## config.mk

```make
export PLATFORM = sky130hd
export DESIGN_NAME = ir_frame_rx
export DESIGN_NICKNAME = d
export VERILOG_FILES = /design/src/rtl/ir_rx_pkg.sv /design/src/rtl/ir_rx_window.sv /design/src/rtl/ir_rx_crc8.sv /design/src/rtl/ir_frame_rx.sv
export SDC_FILE = /design/constraint.sdc
export NUM_CORES = 1
export LEC_CHECK = 0
export BUFFER_PORTS_ARGS = -buffer_cell sky130_fd_sc_hd__buf_2
export CORE_MARGIN = 1.5
export CORE_UTILIZATION = 45
export DETAILED_ROUTE_END_ITERATION = 16
export PLACE_DENSITY = 0.7
export SETUP_SLACK_MARGIN = 0.2
export SYNTH_ARGS = -nofsm -noshare
export SYNTH_HDL_FRONTEND = slang
export SYNTH_SLANG_ARGS = --single-unit
export TNS_END_PERCENT = 30
```

## constraint.sdc

```tcl
create_clock -name clk -period 16.1 [get_ports clk]
set_input_delay 2.415 -clock clk [delete_from_list [all_inputs] [get_ports clk]]
set_output_delay 2.415 -clock clk [all_outputs]
set_load 0.05 [all_outputs]
```

## src/rtl/ir_rx_pkg.sv

```systemverilog
package ir_rx_pkg;

    typedef enum logic [2:0] {
        ST_IDLE,
        ST_SETTLE,
        ST_SPACE,
        ST_MARK,
        ST_CHECK
    } rx_state_e;

endpackage

```

## src/rtl/ir_rx_window.sv

```systemverilog
module ir_rx_window #(
    parameter int SAMPLE_W  = 12,
    parameter int THRESHOLD = 2048,
    parameter int WIN_LEN   = 32,
    localparam int ENERGY_W = $clog2(WIN_LEN + 1)
) (
    input  logic                clk,
    input  logic                rst_n,
    input  logic                sample_en,
    input  logic [SAMPLE_W-1:0] sample_in,
    input  logic                invert,
    output logic                active,
    output logic [ENERGY_W-1:0] energy
);

    localparam logic [SAMPLE_W-1:0] THRESH_V = SAMPLE_W'(THRESHOLD);

    logic [WIN_LEN-1:0] win_d, win_q;
    logic [WIN_LEN-1:0] shifted;

    always_comb begin
        active  = (sample_in > THRESH_V) ^ invert;
        shifted = {win_q[WIN_LEN-2:0], active};
        energy  = '0;
        for (int i = 0; i < WIN_LEN; i++) begin
            energy = energy + ENERGY_W'(shifted[i]);
        end
        win_d = sample_en ? shifted : win_q;
    end

    always_ff @(posedge clk or negedge rst_n) begin
        if (!rst_n) win_q <= '0;
        else        win_q <= win_d;
    end

endmodule

```

## src/rtl/ir_rx_crc8.sv

```systemverilog
module ir_rx_crc8 #(
    parameter int               DATA_W = 16,
    parameter int               CRC_W  = 8,
    parameter logic [CRC_W-1:0] POLY   = 8'h07
) (
    input  logic [DATA_W-1:0] data,
    output logic [CRC_W-1:0]  crc
);

    logic [CRC_W-1:0] acc;
    logic             fb;

    always_comb begin
        acc = '0;
        fb  = 1'b0;
        for (int i = DATA_W - 1; i >= 0; i--) begin
            fb  = acc[CRC_W-1] ^ data[i];
            acc = {acc[CRC_W-2:0], 1'b0};
            if (fb) acc = acc ^ POLY;
        end
        crc = acc;
    end

endmodule

```

## src/rtl/ir_frame_rx.sv

```systemverilog
module ir_frame_rx #(
    parameter int         SAMPLE_W   = 12,
    parameter int         THRESHOLD  = 2048,
    parameter int         WIN_LEN    = 32,
    parameter int         HDR_MIN    = 24,
    parameter int         SETTLE_LEN = 10,
    parameter int         ONE_MIN    = 12,
    parameter int         ZERO_MIN   = 4,
    parameter int         MARK_MAX   = 12,
    parameter int         TYPE_W     = 3,
    parameter int         ID_W       = 8,
    parameter int         AMT_W      = 5,
    parameter int         CRC_W      = 8,
    parameter logic [7:0] CRC_POLY   = 8'h07,
    parameter int         HEAL_CODE  = 1,
    parameter int         TIMER_W    = 8
) (
    input  logic                clk,
    input  logic                rst_n,
    input  logic                sample_en,
    input  logic [SAMPLE_W-1:0] sample_in,
    input  logic                invert,
    output logic                frame_valid,
    output logic                crc_error,
    output logic [TYPE_W-1:0]   frame_type,
    output logic [ID_W-1:0]     frame_id,
    output logic [AMT_W-1:0]    frame_amount,
    output logic                frame_is_heal
);

    import ir_rx_pkg::*;

    localparam int FRAME_BITS = TYPE_W + ID_W + AMT_W + CRC_W;
    localparam int DATA_W     = FRAME_BITS - CRC_W;
    localparam int CNT_W      = $clog2(FRAME_BITS + 1);
    localparam int ENERGY_W   = $clog2(WIN_LEN + 1);

    localparam logic [ENERGY_W-1:0] HDR_MIN_E  = ENERGY_W'(HDR_MIN);
    localparam logic [TIMER_W-1:0]  SETTLE_END = TIMER_W'(SETTLE_LEN - 1);
    localparam logic [TIMER_W-1:0]  ONE_MIN_T  = TIMER_W'(ONE_MIN);
    localparam logic [TIMER_W-1:0]  ZERO_MIN_T = TIMER_W'(ZERO_MIN);
    localparam logic [TIMER_W-1:0]  MARK_MAX_T = TIMER_W'(MARK_MAX);
    localparam logic [TIMER_W-1:0]  TIMER_TOP  = '1;
    localparam logic [CNT_W-1:0]    LAST_BIT   = CNT_W'(FRAME_BITS - 1);
    localparam logic [TYPE_W-1:0]   HEAL_T     = TYPE_W'(HEAL_CODE);

    typedef struct packed {
        rx_state_e              st;
        logic [TIMER_W-1:0]     timer;
        logic [CNT_W-1:0]       bitcnt;
        logic [FRAME_BITS-1:0]  acc;
        logic [TYPE_W-1:0]      ftype;
        logic [ID_W-1:0]        fid;
        logic [AMT_W-1:0]       famt;
        logic                   heal;
        logic                   valid;
        logic                   err;
    } rx_regs_t;

    rx_regs_t r_d, r_q;

    logic                active;
    logic [ENERGY_W-1:0] energy;
    logic [CRC_W-1:0]    crc_calc;

    ir_rx_window #(
        .SAMPLE_W  (SAMPLE_W),
        .THRESHOLD (THRESHOLD),
        .WIN_LEN   (WIN_LEN)
    ) u_window (
        .clk       (clk),
        .rst_n     (rst_n),
        .sample_en (sample_en),
        .sample_in (sample_in),
        .invert    (invert),
        .active    (active),
        .energy    (energy)
    );

    ir_rx_crc8 #(
        .DATA_W (DATA_W),
        .CRC_W  (CRC_W),
        .POLY   (CRC_W'(CRC_POLY))
    ) u_crc (
        .data (r_q.acc[FRAME_BITS-1 -: DATA_W]),
        .crc  (crc_calc)
    );

    always_comb begin
        r_d       = r_q;
        r_d.valid = 1'b0;
        r_d.err   = 1'b0;
        unique case (r_q.st)
            ST_IDLE: begin
                if (sample_en && energy >= HDR_MIN_E) begin
                    r_d.st    = ST_SETTLE;
                    r_d.timer = '0;
                end
            end
            ST_SETTLE: begin
                if (sample_en) begin
                    if (r_q.timer == SETTLE_END) begin
                        r_d.st     = ST_SPACE;
                        r_d.timer  = '0;
                        r_d.bitcnt = '0;
                        r_d.acc    = '0;
                    end else begin
                        r_d.timer = r_q.timer + TIMER_W'(1);
                    end
                end
            end
            ST_SPACE: begin
                if (sample_en) begin
                    if (!active) begin
                        if (r_q.timer != TIMER_TOP) r_d.timer = r_q.timer + TIMER_W'(1);
                    end else if (r_q.timer < ZERO_MIN_T) begin
                        r_d.st = ST_IDLE;
                    end else begin
                        r_d.acc    = {r_q.acc[FRAME_BITS-2:0], (r_q.timer >= ONE_MIN_T)};
                        r_d.bitcnt = r_q.bitcnt + CNT_W'(1);
                        r_d.timer  = '0;
                        r_d.st     = (r_q.bitcnt == LAST_BIT) ? ST_CHECK : ST_MARK;
                    end
                end
            end
            ST_MARK: begin
                if (sample_en) begin
                    if (active) begin
                        if (r_q.timer >= MARK_MAX_T) r_d.st = ST_IDLE;
                        else                         r_d.timer = r_q.timer + TIMER_W'(1);
                    end else begin
                        r_d.st    = ST_SPACE;
                        r_d.timer = '0;
                    end
                end
            end
            ST_CHECK: begin
                r_d.st    = ST_IDLE;
                r_d.ftype = r_q.acc[FRAME_BITS-1 -: TYPE_W];
                r_d.fid   = r_q.acc[FRAME_BITS-TYPE_W-1 -: ID_W];
                r_d.famt  = r_q.acc[CRC_W +: AMT_W];
                r_d.heal  = (r_q.acc[FRAME_BITS-1 -: TYPE_W] == HEAL_T);
                r_d.valid = (crc_calc == r_q.acc[CRC_W-1:0]);
                r_d.err   = (crc_calc != r_q.acc[CRC_W-1:0]);
            end
            default: r_d.st = ST_IDLE;
        endcase
    end

    always_ff @(posedge clk or negedge rst_n) begin
        if (!rst_n) begin
            r_q    <= '0;
            r_q.st <= ST_IDLE;
        end else begin
            r_q <= r_d;
        end
    end

    assign frame_valid   = r_q.valid;
    assign crc_error     = r_q.err;
    assign frame_type    = r_q.ftype;
    assign frame_id      = r_q.fid;
    assign frame_amount  = r_q.famt;
    assign frame_is_heal = r_q.heal;

endmodule

```

==> run metrics <==
clk_lat worst skew 0.34 ns; Synth Area in Simple Gates 12.7%; Sink Count 90; Slew Viols, Final 0; Root Buffer clkbuf_16; Arr. time, crit path 9.54 ns; synthesized area 0.00527 mm²; Reg clk slew, reported paths 0.06 ns; internal reg-to-reg setup slack 9.57 ns; Total Routing Usage GR 16.6%; setup_tns 0 ns; Tmin final 9.33 ns; Chip Width 111 µm; HP Start u_window.win_q[4]; initial drt markers 211; CP endpoint kind flip-flop; FILL cells 1064; synthesis-to-finish area growth 9.38%; commonest non-fill, non-tap cell in the layout dfrtp_1; Multi-input gate area 0.00263 mm²; Layout Skew 0.00566 ns; largest net degree at the start of global routing 57; RSZ-0062 raised after global routing false; Port-buffer cells 34; most frequent cells in the layout 90 x dfrtp_1, 83 x nand2_1, 60 x o21ai_0, 49 x inv_1, 33 x buf_2; final wirelength 9400 µm; Post-CTS Setup Bufs 0; Finish-stage setup viols 0; I/O pin count 35; DIE HEIGHT 111 µm; Clock Tree Buf Depth 2; wire per inst 14.0 µm; die area 0.0124 mm²; Tcrit/Tclk final 57.9%; final RePlAce weighted congestion 0.831; Rows 39; synth top area cells dfrtp_1 43%, fa_1 9.1%, mux2_2 6.4%, nand2_1 5.9%, o21ai_0 5.7%; hold crit path type flip-flop to flip-flop; area fraction of the dominant cell type after synthesis 42.7%; H-tree depth 3; fraction of synthesized cell area in xor and xnor cells 7.34%; Pre-antenna DRT Iters 4; drt via density 5.25; sequential area share after synthesis 42.7%; RR Startpoint u_window.win_q[0]; post-synthesis mux area share 6.60%; antenna-violating nets left 0; Synth cell types 51; Synth area leader dfrtp_1; register area 0.00225 mm²; crit start category input pin; Critical Path RT 16.31 ns; Core Region 0.0114 mm²; EDFF count, synth 0; Main synth FF type dfrtp_1; first-pass GRT wire length 16600 µm; hpwl dp 6760 µm; crit path from sample_in[10]; Final nets 578; Post-Synth Adder-Cell Area 12.2%; Compound-Gate Fraction of Synth Area 10.6%; Slew @ Worst Pin 1.08 ns; ant diodes 0; Hold Fails Final Rpt 0; Synthesis Warnings 0; routed via count 3533; P per Cell Area 201 mW/mm²; slew margin rel. 26.6%; ys async rst share 100%; share of cells above drive strength 1 17.2%; syn avg cell area 10.1 µm²; Hold WS 0.479 ns; Hold Path Stages 2; fmax 107 MHz; synthesized flop and latch total 90; final routed DRC violation total 0; R2R cell count 18; vias in the first global route 3471; GRT overflow 0; main combinational cell family by area after synthesis simple AND/OR/NAND/NOR gates; number of buffers inserted by hold repair at cts 0; Worst Hold End u_window.win_q[5]; Max VDD drop 0.150 mV; initial core utilization 46.2%; Critical Path Fanout Max 11; critical path type input pin to flip-flop; cells after synthesis 520; Net Count, Synth 573; Reg-to-Reg End r_q[53]; status completed; Max-Cap Viols 0; Num CTS Buffers 9; leakage 2.68 nW; # resized after CTS 0; antenna violations before repair 0; TritonCTS clock tree yes
[critical path, cell delays in order]
cell      delay (ns)
buf_2           0.09
or4_4           0.53
o31ai_4         0.32
xnor2_2         0.24
fa_1            0.49
inv_1           0.08
fa_1            0.44
fa_1            0.55
fa_1            0.45
fa_1            0.55
fa_1            0.45
fa_1            0.50
inv_1           0.04
ha_1            0.20
fa_1            0.39
nand2_1         0.08
nor2_1          0.04
o211ai_1        0.15
o211ai_1        0.14
o311ai_1        0.90
or2_0           0.36
o21ai_0         0.14
[cells in the mapped netlist, types with 2 or more instances]
master and count:
nor3_1 8, a21o_1 2, nand2_1 83, and2_1 2, a2bb2oi_1 2, o22ai_1 3, and3_1 3, xor2_1 9
or4_1 2, buf_1 5, nor4_1 2, o21ai_0 60, or3_1 4, or4_4 2, inv_1 49, o31ai_1 7
nand4_1 2, a31oi_1 3, dfrtp_1 90, o211ai_1 2, clkbuf_1 17, nand3_1 7, fa_1 24, a221oi_1 2
xnor2_1 23, buf_2 2, nor2_1 8, buf_4 17, nor2b_1 4, nand4b_1 2, ha_1 13, mux2_2 30
nand2b_1 6, xnor3_1 4, a21oi_1 5
[through the flow]
step / cell area [µm²] / total power, mW / utilization [%] / cells / setup slack [ns]
6_report: 5760 / 1.16 / 50.5 / 673 / 6.77
5_1_grt: 5760 / 1.30 / 50.5 / 673 / 6.29
4_1_cts: 5760 / 1.18 / 50.5 / 673 / 6.73
3_5_place_dp: 5430 / 0.944 / 47.6 / 657 / 6.38
3_3_place_gp: 5430 / 0.896 / 47.6 / 657 / 6.57
2_1_floorplan: 5270 / 0.805 / - / 520 / 7.33
[where the power goes]
group	leakage, nW	internal (mW)	switching, mW
clock	0.163	0.145	0.0866
combinational	1.29	0.267	0.372
sequential	1.22	0.256	0.0326
total	2.68	0.668	0.492
[how the worst max path moves through the flow]
stage | end
after global placement | r_q[50]
after detailed placement | r_q[53]
after floorplan | r_q[56]
final | r_q[53]
after CTS | r_q[53]
after global routing | r_q[53]
[routing by layer]
metal | GRT usage [%] | wire length [µm] | vias to the layer above
li1 | - | - | 1715
met5 | 0 | 0 | -
met1 | 22.3 | 4290 | 1735
met3 | 3.55 | 355 | 10
met4 | 6.08 | 141 | 0
met2 | 26.7 | 4610 | 73
[sequential cells by signal, indices dropped and copies added, names as in the netlist]
name	cells
frame_is_heal	1
crc_error	1
frame_valid	1
frame_id	8
u_window.win_q	31
r_q	40
frame_type	3
frame_amount	5
[kinds of logic (layout without fill, tap and decap cells)]
logic type,Yosys count,in the layout
XOR/XNOR,37,37
adder cells (fa/ha/maj),37,37
multiplexers,31,31
buffers and inverters,91,101
flip-flops,90,90
AO/OA/AOI/OAI,93,93
AND/OR/NAND/NOR,141,141
[cell type report]
| type | count | share of cell area (%) |
|---|---|---|
| multi-input combinational | 339 | 45.6 |
| sequential | 90 | 39.1 |
| clock buffer | 12 | 4.45 |
| timing repair buffer | 36 | 3.26 |
| inverter | 49 | 3.19 |
| tap | 143 | 3.10 |
| clock inverter | 4 | 1.28 |
Power figures use the tool's default switching activity.
